===== config.mk =====
export PLATFORM = sky130hd
export DESIGN_NAME = spi_host_regs
export DESIGN_NICKNAME = d
export VERILOG_FILES = /design/src/rtl/spi_host_pkg.sv /design/src/rtl/spi_host_baud.sv /design/src/rtl/spi_host_shift.sv /design/src/rtl/spi_host_regs.sv
export SDC_FILE = /design/constraint.sdc
export NUM_CORES = 1
export LEC_CHECK = 0
export ABC_AREA = 1
export CAP_MARGIN = 5
export CORE_UTILIZATION = 50
export CTS_BUF_LIST = sky130_fd_sc_hd__clkbuf_16
export DETAILED_ROUTE_END_ITERATION = 12
export DONT_BUFFER_PORTS = 1
export GPL_TIMING_DRIVEN = 0
export HOLD_SLACK_MARGIN = 0.02
export PLACE_DENSITY = 0.74
export SKIP_CTS_REPAIR_TIMING = 1
export SLEW_MARGIN = 10
export SYNTH_ARGS = -nofsm -noshare
export SYNTH_HDL_FRONTEND = slang
export SYNTH_SLANG_ARGS = --single-unit
export TNS_END_PERCENT = 1

===== constraint.sdc =====
create_clock -name clk -period 3.4 [get_ports clk]
set_clock_uncertainty 0.15 [all_clocks]
set_input_delay 0.51 -clock clk [delete_from_list [all_inputs] [get_ports clk]]
set_output_delay 0.51 -clock clk [all_outputs]
set_load 0.01 [all_outputs]

===== src/rtl/spi_host_pkg.sv =====
package spi_host_pkg;
    localparam int unsigned DW    = 8;
    localparam int unsigned PRE_W = 3;
    localparam int unsigned SEL_W = 3;

    localparam logic [4:0] A_CTRL1 = 5'h00;
    localparam logic [4:0] A_CTRL2 = 5'h01;
    localparam logic [4:0] A_BAUD  = 5'h04;
    localparam logic [4:0] A_STAT  = 5'h05;
    localparam logic [4:0] A_DATA  = 5'h09;
    localparam logic [4:0] A_PORT  = 5'h0D;
    localparam logic [4:0] A_DIR   = 5'h10;

    localparam int unsigned C_IRQEN = 7;
    localparam int unsigned C_EN    = 6;
    localparam int unsigned C_MSTR  = 4;
    localparam int unsigned C_CPOL  = 3;
    localparam int unsigned C_CPHA  = 2;
    localparam int unsigned C_LSBF  = 0;
    localparam int unsigned P_SS    = 3;
endpackage


===== src/rtl/spi_host_baud.sv =====
module spi_host_baud #(
    parameter int unsigned PRE_W = 3,
    parameter int unsigned SEL_W = 3
) (
    input  logic             clk,
    input  logic             rst_n,
    input  logic             run_i,
    input  logic [PRE_W-1:0] pre_i,
    input  logic [SEL_W-1:0] sel_i,
    output logic             tick_o
);
    localparam int unsigned CNT_W = PRE_W + (1 << SEL_W);

    typedef struct packed {
        logic [CNT_W-1:0] cnt;
    } baud_st_t;

    baud_st_t q, d;
    logic [CNT_W-1:0] half_m1;

    always_comb begin
        half_m1 = ((CNT_W'(pre_i) + CNT_W'(1)) << sel_i) - CNT_W'(1);
        tick_o  = run_i && (q.cnt == half_m1);
        d       = q;
        if (!run_i || tick_o) d.cnt = '0;
        else                  d.cnt = q.cnt + CNT_W'(1);
    end

    always_ff @(posedge clk or negedge rst_n) begin
        if (!rst_n) q <= '0;
        else        q <= d;
    end

    // the half-period counter never passes its terminal value while running
    a_r2_cnt_bound: assert property (@(posedge clk) disable iff (!rst_n)
        (run_i && $stable(pre_i) && $stable(sel_i) && $past(run_i)) |-> (q.cnt <= half_m1));
endmodule


===== src/rtl/spi_host_shift.sv =====
module spi_host_shift #(
    parameter int unsigned DW = 8
) (
    input  logic          clk,
    input  logic          rst_n,
    input  logic          start_i,
    input  logic          abort_i,
    input  logic          tick_i,
    input  logic          cpol_i,
    input  logic          cpha_i,
    input  logic          lsbf_i,
    input  logic [DW-1:0] tx_i,
    input  logic          miso_i,
    output logic          busy_o,
    output logic          sck_o,
    output logic          mosi_o,
    output logic          done_o,
    output logic [DW-1:0] rx_o
);
    localparam int unsigned EDGES = 2 * DW;
    localparam int unsigned EW    = $clog2(EDGES);
    localparam logic [EW-1:0] LAST = EW'(EDGES - 1);

    typedef struct packed {
        logic          busy;
        logic [EW-1:0] edge_n;
        logic          sck;
        logic [DW-1:0] tx;
        logic [DW-1:0] rx;
        logic          done;
    } shift_st_t;

    shift_st_t q, d;
    logic      sample;

    always_comb begin
        d      = q;
        d.done = 1'b0;
        sample = cpha_i ? q.edge_n[0] : ~q.edge_n[0];
        if (abort_i) begin
            d.busy   = 1'b0;
            d.edge_n = '0;
            d.sck    = cpol_i;
        end else if (!q.busy) begin
            if (start_i) begin
                d.busy   = 1'b1;
                d.edge_n = '0;
                d.sck    = cpol_i;
                d.tx     = tx_i;
            end
        end else if (tick_i) begin
            d.sck    = ~q.sck;
            d.edge_n = q.edge_n + EW'(1);
            if (sample)
                d.rx = lsbf_i ? {miso_i, q.rx[DW-1:1]} : {q.rx[DW-2:0], miso_i};
            else if (q.edge_n != '0 && q.edge_n != LAST)
                d.tx = lsbf_i ? (q.tx >> 1) : (q.tx << 1);
            if (q.edge_n == LAST) begin
                d.busy   = 1'b0;
                d.edge_n = '0;
                d.done   = 1'b1;
            end
        end
    end

    always_ff @(posedge clk or negedge rst_n) begin
        if (!rst_n) q <= '0;
        else        q <= d;
    end

    assign busy_o = q.busy;
    assign sck_o  = q.busy ? q.sck : cpol_i;
    assign mosi_o = lsbf_i ? q.tx[0] : q.tx[DW-1];
    assign done_o = q.done;
    assign rx_o   = q.rx;

    // SCK only moves on a divider tick
    a_r3_sck_holds: assert property (@(posedge clk) disable iff (!rst_n)
        (q.busy && !tick_i && !abort_i) |=> (q.sck == $past(q.sck)));
    // completion only follows an active byte
    a_r5_done_after_busy: assert property (@(posedge clk) disable iff (!rst_n)
        q.done |-> (!q.busy && $past(q.busy)));
endmodule


===== src/rtl/spi_host_regs.sv =====
module spi_host_regs
    import spi_host_pkg::*;
#(
    parameter int unsigned ADDR_W = 5
) (
    input  logic              clk,
    input  logic              rst_n,
    input  logic [ADDR_W-1:0] addr_i,
    input  logic              wr_i,
    input  logic              rd_i,
    input  logic [DW-1:0]     wdata_i,
    output logic [DW-1:0]     rdata_o,
    output logic              sck_o,
    output logic              mosi_o,
    input  logic              miso_i,
    input  logic              ss_n_i,
    output logic              ss_n_o,
    output logic              ss_oe_o,
    output logic              irq_fault_o,
    output logic              irq_done_o
);
    typedef struct packed {
        logic [DW-1:0]    ctrl1;
        logic [DW-1:0]    ctrl2;
        logic [PRE_W-1:0] pre;
        logic [SEL_W-1:0] sel;
        logic [DW-1:0]    port;
        logic [DW-1:0]    dir;
        logic [DW-1:0]    rxd;
        logic             spif, wcol, modf;
        logic             spif_arm, wcol_arm, modf_arm;
    } reg_st_t;

    reg_st_t q, d;

    logic          busy, tick, done, abort, start, modf_set;
    logic          en, mstr, data_wr, data_rd;
    logic [DW-1:0] rx;

    assign en       = q.ctrl1[C_EN];
    assign mstr     = q.ctrl1[C_MSTR];
    assign data_wr  = wr_i && (addr_i == ADDR_W'(A_DATA));
    assign data_rd  = rd_i && (addr_i == ADDR_W'(A_DATA));
    assign modf_set = en && mstr && !q.dir[P_SS] && !ss_n_i;
    assign abort    = !en || modf_set;
    assign start    = data_wr && !busy && en && mstr && !q.modf && !modf_set;

    spi_host_baud #(.PRE_W(PRE_W), .SEL_W(SEL_W)) u_baud (
        .clk(clk), .rst_n(rst_n), .run_i(busy),
        .pre_i(q.pre), .sel_i(q.sel), .tick_o(tick)
    );

    spi_host_shift #(.DW(DW)) u_shift (
        .clk(clk), .rst_n(rst_n), .start_i(start), .abort_i(abort),
        .tick_i(tick), .cpol_i(q.ctrl1[C_CPOL]), .cpha_i(q.ctrl1[C_CPHA]),
        .lsbf_i(q.ctrl1[C_LSBF]), .tx_i(wdata_i), .miso_i(miso_i),
        .busy_o(busy), .sck_o(sck_o), .mosi_o(mosi_o), .done_o(done), .rx_o(rx)
    );

    always_comb begin
        d = q;
        if (wr_i) begin
            unique case (addr_i)
                ADDR_W'(A_CTRL1): d.ctrl1 = wdata_i;
                ADDR_W'(A_CTRL2): d.ctrl2 = wdata_i;
                ADDR_W'(A_BAUD): begin
                    d.pre = wdata_i[4 +: PRE_W];
                    d.sel = wdata_i[0 +: SEL_W];
                end
                ADDR_W'(A_PORT): d.port = wdata_i;
                ADDR_W'(A_DIR):  d.dir  = wdata_i;
                default: ;
            endcase
        end
        // first step of each clear sequence
        if (rd_i && addr_i == ADDR_W'(A_STAT)) begin
            d.spif_arm = q.spif_arm | q.spif;
            d.wcol_arm = q.wcol_arm | q.wcol;
            d.modf_arm = q.modf_arm | q.modf;
        end
        // second step
        if (data_rd && q.spif_arm) begin
            d.spif     = 1'b0;
            d.spif_arm = 1'b0;
        end
        if ((data_rd || data_wr) && q.wcol_arm) begin
            d.wcol     = 1'b0;
            d.wcol_arm = 1'b0;
        end
        if (wr_i && addr_i == ADDR_W'(A_CTRL1) && q.modf_arm) begin
            d.modf     = 1'b0;
            d.modf_arm = 1'b0;
        end
        // raising events win over clears
        if (done) begin
            d.rxd      = rx;
            d.spif     = 1'b1;
            d.spif_arm = 1'b0;
        end
        if (data_wr && busy) begin
            d.wcol     = 1'b1;
            d.wcol_arm = 1'b0;
        end
        if (modf_set) begin
            d.modf     = 1'b1;
            d.modf_arm = 1'b0;
        end
    end

    always_ff @(posedge clk or negedge rst_n) begin
        if (!rst_n) q <= '0;
        else        q <= d;
    end

    always_comb begin
        rdata_o = '0;
        unique case (addr_i)
            ADDR_W'(A_CTRL1): rdata_o = q.ctrl1;
            ADDR_W'(A_CTRL2): rdata_o = q.ctrl2;
            ADDR_W'(A_BAUD):  rdata_o = {1'b0, q.pre, 1'b0, q.sel};
            ADDR_W'(A_STAT):  rdata_o = {q.spif, q.wcol, 1'b0, q.modf, 4'b0000};
            ADDR_W'(A_DATA):  rdata_o = q.rxd;
            ADDR_W'(A_PORT):  rdata_o = q.port;
            ADDR_W'(A_DIR):   rdata_o = q.dir;
            default:          rdata_o = '0;
        endcase
    end

    assign ss_n_o      = q.port[P_SS];
    assign ss_oe_o     = q.dir[P_SS];
    assign irq_done_o  = q.ctrl1[C_IRQEN] & q.spif;
    assign irq_fault_o = q.ctrl1[C_IRQEN] & q.modf;

    // a data write during a byte leaves the collision flag set
    a_r6_wcol_on_busy_write: assert property (@(posedge clk) disable iff (!rst_n)
        (data_wr && busy) |=> q.wcol);
    // slave-select pulled low in master mode raises the fault
    a_r7_modf_on_ss_low: assert property (@(posedge clk) disable iff (!rst_n)
        modf_set |=> q.modf);
    // no shifting while a fault is pending
    a_r7_modf_blocks_shift: assert property (@(posedge clk) disable iff (!rst_n)
        q.modf |-> !busy);
    // the done flag only drops through a data read after arming
    a_r5_spif_clear_path: assert property (@(posedge clk) disable iff (!rst_n)
        $fell(q.spif) |-> $past(data_rd && q.spif_arm));
    // with the block disabled the shifter goes idle
    a_r11_off_is_idle: assert property (@(posedge clk) disable iff (!rst_n)
        !en |=> !busy);
endmodule


==> key figures <==
STA
  – Relative slew slack: 28.70%
  – Period minus WS final: 3.189 ns
  – RSZ-0062 raised after global routing: true
  – Slew Viols, Final: 0
  – Tightest Pin Transition: 1.061 ns
  – Max Clock Freq: 0.3136 GHz
  – Fin. Hold Viols: 0
  – Final Cycle Share: 93.80%
  – Final Setup Violations: 0

Global route
  – First-pass GRT wire length: 21200 um
  – Initial antenna violation count: 0
  – Largest net degree at the start of global routing: 87
  – GRT Overall Usage: 26.92%
  – GRT overflow: 0
  – Vias in the first global route: 4288

Synth
  – Compound-Gate Fraction of Synth Area: 13.34%
  – Top-count cell post-synth: nand2_1
  – Cells after Synth: 670
  – EDFF count, synth: 0
  – Mapped Area: 0.004906 mm^2
  – Synth Flop Type: dfrtp_1
  – Ys Warns: 0
  – Largest cells by area after synthesis: dfrtp_1 (44%), nand2_1 (15%), o21ai_0 (6.4%)
  – Syn avg cell area: 7.322 um^2
  – Most frequent cells after synthesis: nand2_1 (198), dfrtp_1 (86), inv_1 (76), nor2_1 (67), o21ai_0 (63)
  – Largest area contributor in the netlist: dfrtp_1
  – Simple-gate share of the synthesized area: 31.68%
  – Syn_nets: 694
  – Asr flop ratio synth: 100.0%
  – Mux share of post-synthesis cell area: 0.4591%
  – Post-synthesis adder-cell area fraction: 1.275%
  – Largest family of logic cells by synthesized area: simple AND/OR/NAND/NOR gates
  – Sequential share of the synthesized area: 43.87%
  – XOR/XNOR Fraction of Synth Area: 1.428%
  – #FFs+latches synth: 86
  – Yosys cell types: 41
  – Synth top area share: 43.87%

Clock network
  – Clk sinks: 86
  – Clock Latency Late Sink: 0.34 ns
  – Root Driver: clkbuf_16
  – H-tree depth: 3
  – Worst-path clk slew: 0.07 ns
  – CTS tree: done
  – Clock buffer depth: 2
  – CTS Buf Count: 9

Worst setup path
  – R2R Path End: u_shift.rx_o[5]$_DFFE_PN0P_
  – Worst path max stage delay: 0.45 ns
  – Worst Setup Start Kind: flop
  – Worst EP required: 3.48 ns
  – Critical R2R Launch: q[34]$_DFFE_PN0P_
  – Critical setup path kind: flop to flop
  – CP top delay family: simple AND/OR/NAND/NOR gates
  – Critical Path End Type: flop
  – Reg-to-reg slack, setup: 0.21 ns
  – Worst EP arrival: 3.27 ns
  – R2r worst-path depth: 16
  – CP cell instances: ha_1 > o21ai_2 > nor2_1 > nand2_1 > ha_1 > xor2_1 > nand3_1 > nor3_2 > nand2_1 > nor2_2 > nand3_2 > nor3_4 > nand3_4 > buf_6 > nand2_1 > o21ai_2
  – Crit path top cell by count: nand2_1
  – Buf+Inv Stages, Crit Path: 1
  – Crit-path max FO: 10
  – Slowest cell on the critical path: dfrtp_2

Floorplan
  – Die Width: 101.1 um
  – Core Box Area: 0.009371 mm^2
  – Num ports: 33
  – Die ar.: 0.01021 mm^2
  – Die height: 101.1 um
  – Initial Util: 52.35%
  – FP Rows: 35

Placement
  – GPL Wtd Cong: 0.8658
  – HPWL after DPL: 9005 um
  – Placed standard-cell area: 0.005067 mm^2
  – Port Buffers: 0
  – Inst Count DP: 799

Outcome
  – Status: finished, final reports clean

Final layout
  – Final design utilization: 58.12%
  – Design Area, Final: 0.005446 mm^2
  – Fill cells: 851
  – Share of cells above drive strength 1: 8.721%
  – N_diodes: 0
  – Layout Cells excl Fill: 817
  – Footprint of the multi-input gates: 0.002374 mm^2
  – Area growth syn-to-layout: 11.02%
  – Storage cell area: 0.002153 mm^2
  – Nets: 707

Detailed routing
  – DR WL/cell: 15.17 um
  – Vias per cell: 5.486
  – DR vias: 4482
  – Post-DRT Antenna Nets: 0
  – DR iter-0 viols: 281
  – WL final: 12400 um
  – DRC Markers: 0
  – DR pass1 iterations: 5

Worst hold path
  – Hold_sp: miso_i
  – Hold depth: 2
  – Hold/Removal Path Class: input port to flop
  – Hold Path End: u_shift.rx_o[7]$_DFFE_PN0P_

Pwr
  – Peak VDD IR: 0.0003627 V
  – Pwr dens: 560.4 mW/mm^2
  – Final Power: 3052 uW
  – Leakage power: 0.002658 uW

Run
  – Max_cap viols: 0
-- routing by layer --
layer	routed length (um)	GRT usage [%]	share of wire, %	up-vias
li1	-	-	-	2206
met1	5502	37.46	44	2104
met2	5893	42.86	48	153
met3	785	4.300	6.3	19
met4	214	9.030	1.7	0
met5	0	0	0	-
-- cell families (layout without fill, tap and decap cells) --
family                   count (synthesis)  count (layout)
XOR/XNOR                                 8               8
multiplexers                             2               2
adder cells (fa/ha/maj)                  5               5
AO/OA/AOI/OAI                          113             113
flip-flops                              86              86
buffers and inverters                   99             117
AND/OR/NAND/NOR                        357             357
-- power breakdown --
| part | internal (uW) | total [uW] | switching [uW] |
|---|---|---|---|
| combinational | 234 | 727 | 493 |
| clock | 656 | 1100 | 444 |
| sequential | 1140 | 1230 | 90.0 |
| total | 2030 | 3050 | 1030 |
-- registers in the layout, summed over array words and instances, names as in the netlist --
name            flops
ss_oe_o             1
mstr                1
u_shift.q          13
u_shift.rx_o        8
u_shift.busy_o      1
en                  1
q                  48
ss_n_o              1
u_shift.done_o      1
u_baud.q           11
-- worst max path at each step --
stage | startpoint | to | slack, ns | cells past startpoint
after floorplan | q[34]$_DFFE_PN0P_ | u_shift.rx_o[5]$_DFFE_PN0P_ | 0.48 | 16
after global placement | q[34]$_DFFE_PN0P_ | u_shift.rx_o[5]$_DFFE_PN0P_ | 0.18 | 16
after detailed placement | q[34]$_DFFE_PN0P_ | u_shift.rx_o[5]$_DFFE_PN0P_ | 0.11 | 16
after CTS | q[34]$_DFFE_PN0P_ | u_shift.rx_o[5]$_DFFE_PN0P_ | 0.1 | 16
after global routing | q[34]$_DFFE_PN0P_ | u_shift.rx_o[5]$_DFFE_PN0P_ | -0.06 | 16
final | q[34]$_DFFE_PN0P_ | u_shift.rx_o[5]$_DFFE_PN0P_ | 0.21 | 16
-- cell type report --
cell class / count / area share (%)
Multi-Input combinational cell: 485 / 43.58
Sequential cell: 86 / 39.54
Inverter: 82 / 5.651
Clock buffer: 9 / 4.135
Tap cell: 129 / 2.963
Clock inverter: 7 / 1.907
Buffer: 17 / 1.539
Timing Repair Buffer: 2 / 0.6892
-- worst register-to-register path, cell delays in order, from the launching register on --
cell     delay [ns]
dfrtp_2        0.45
ha_1           0.35
o21ai_2        0.08
nor2_1         0.09
nand2_1        0.08
ha_1           0.29
xor2_1         0.15
nand3_1        0.10
nor3_2         0.17
nand2_1        0.08
nor2_2         0.14
nand3_2        0.13
nor3_4         0.31
nand3_4        0.18
buf_6          0.21
nand2_1        0.08
o21ai_2        0.05
-- cells in the final DEF (no fill, tap or decap), types with 7 or more instances in the layout --
| cell type | count |
|---|---|
| nor3_1 | 10 |
| nand2_1 | 198 |
| clkbuf_1 | 10 |
| o21ai_0 | 63 |
| a221oi_1 | 8 |
| o21ai_2 | 9 |
| dfrtp_1 | 85 |
| nor2_1 | 65 |
| a21oi_1 | 24 |
| inv_1 | 76 |
| nand3_2 | 8 |
| xor2_1 | 7 |
| nand3_1 | 50 |
| clkbuf_16 | 9 |
| nand4_1 | 7 |
-- metrics by stage --
stage,TNS (ns),hold slack [ns],setup WS (ns)
floorplan,0,0.06441,0.4792
global placement,0,0.06612,0.1755
detailed placement,0,0.06608,0.1080
CTS,0,-0.3017,0.09814
global route,-0.1606,0.2246,-0.06238
finish,0,0.2202,0.2108
(Power assumes the default switching activity.)
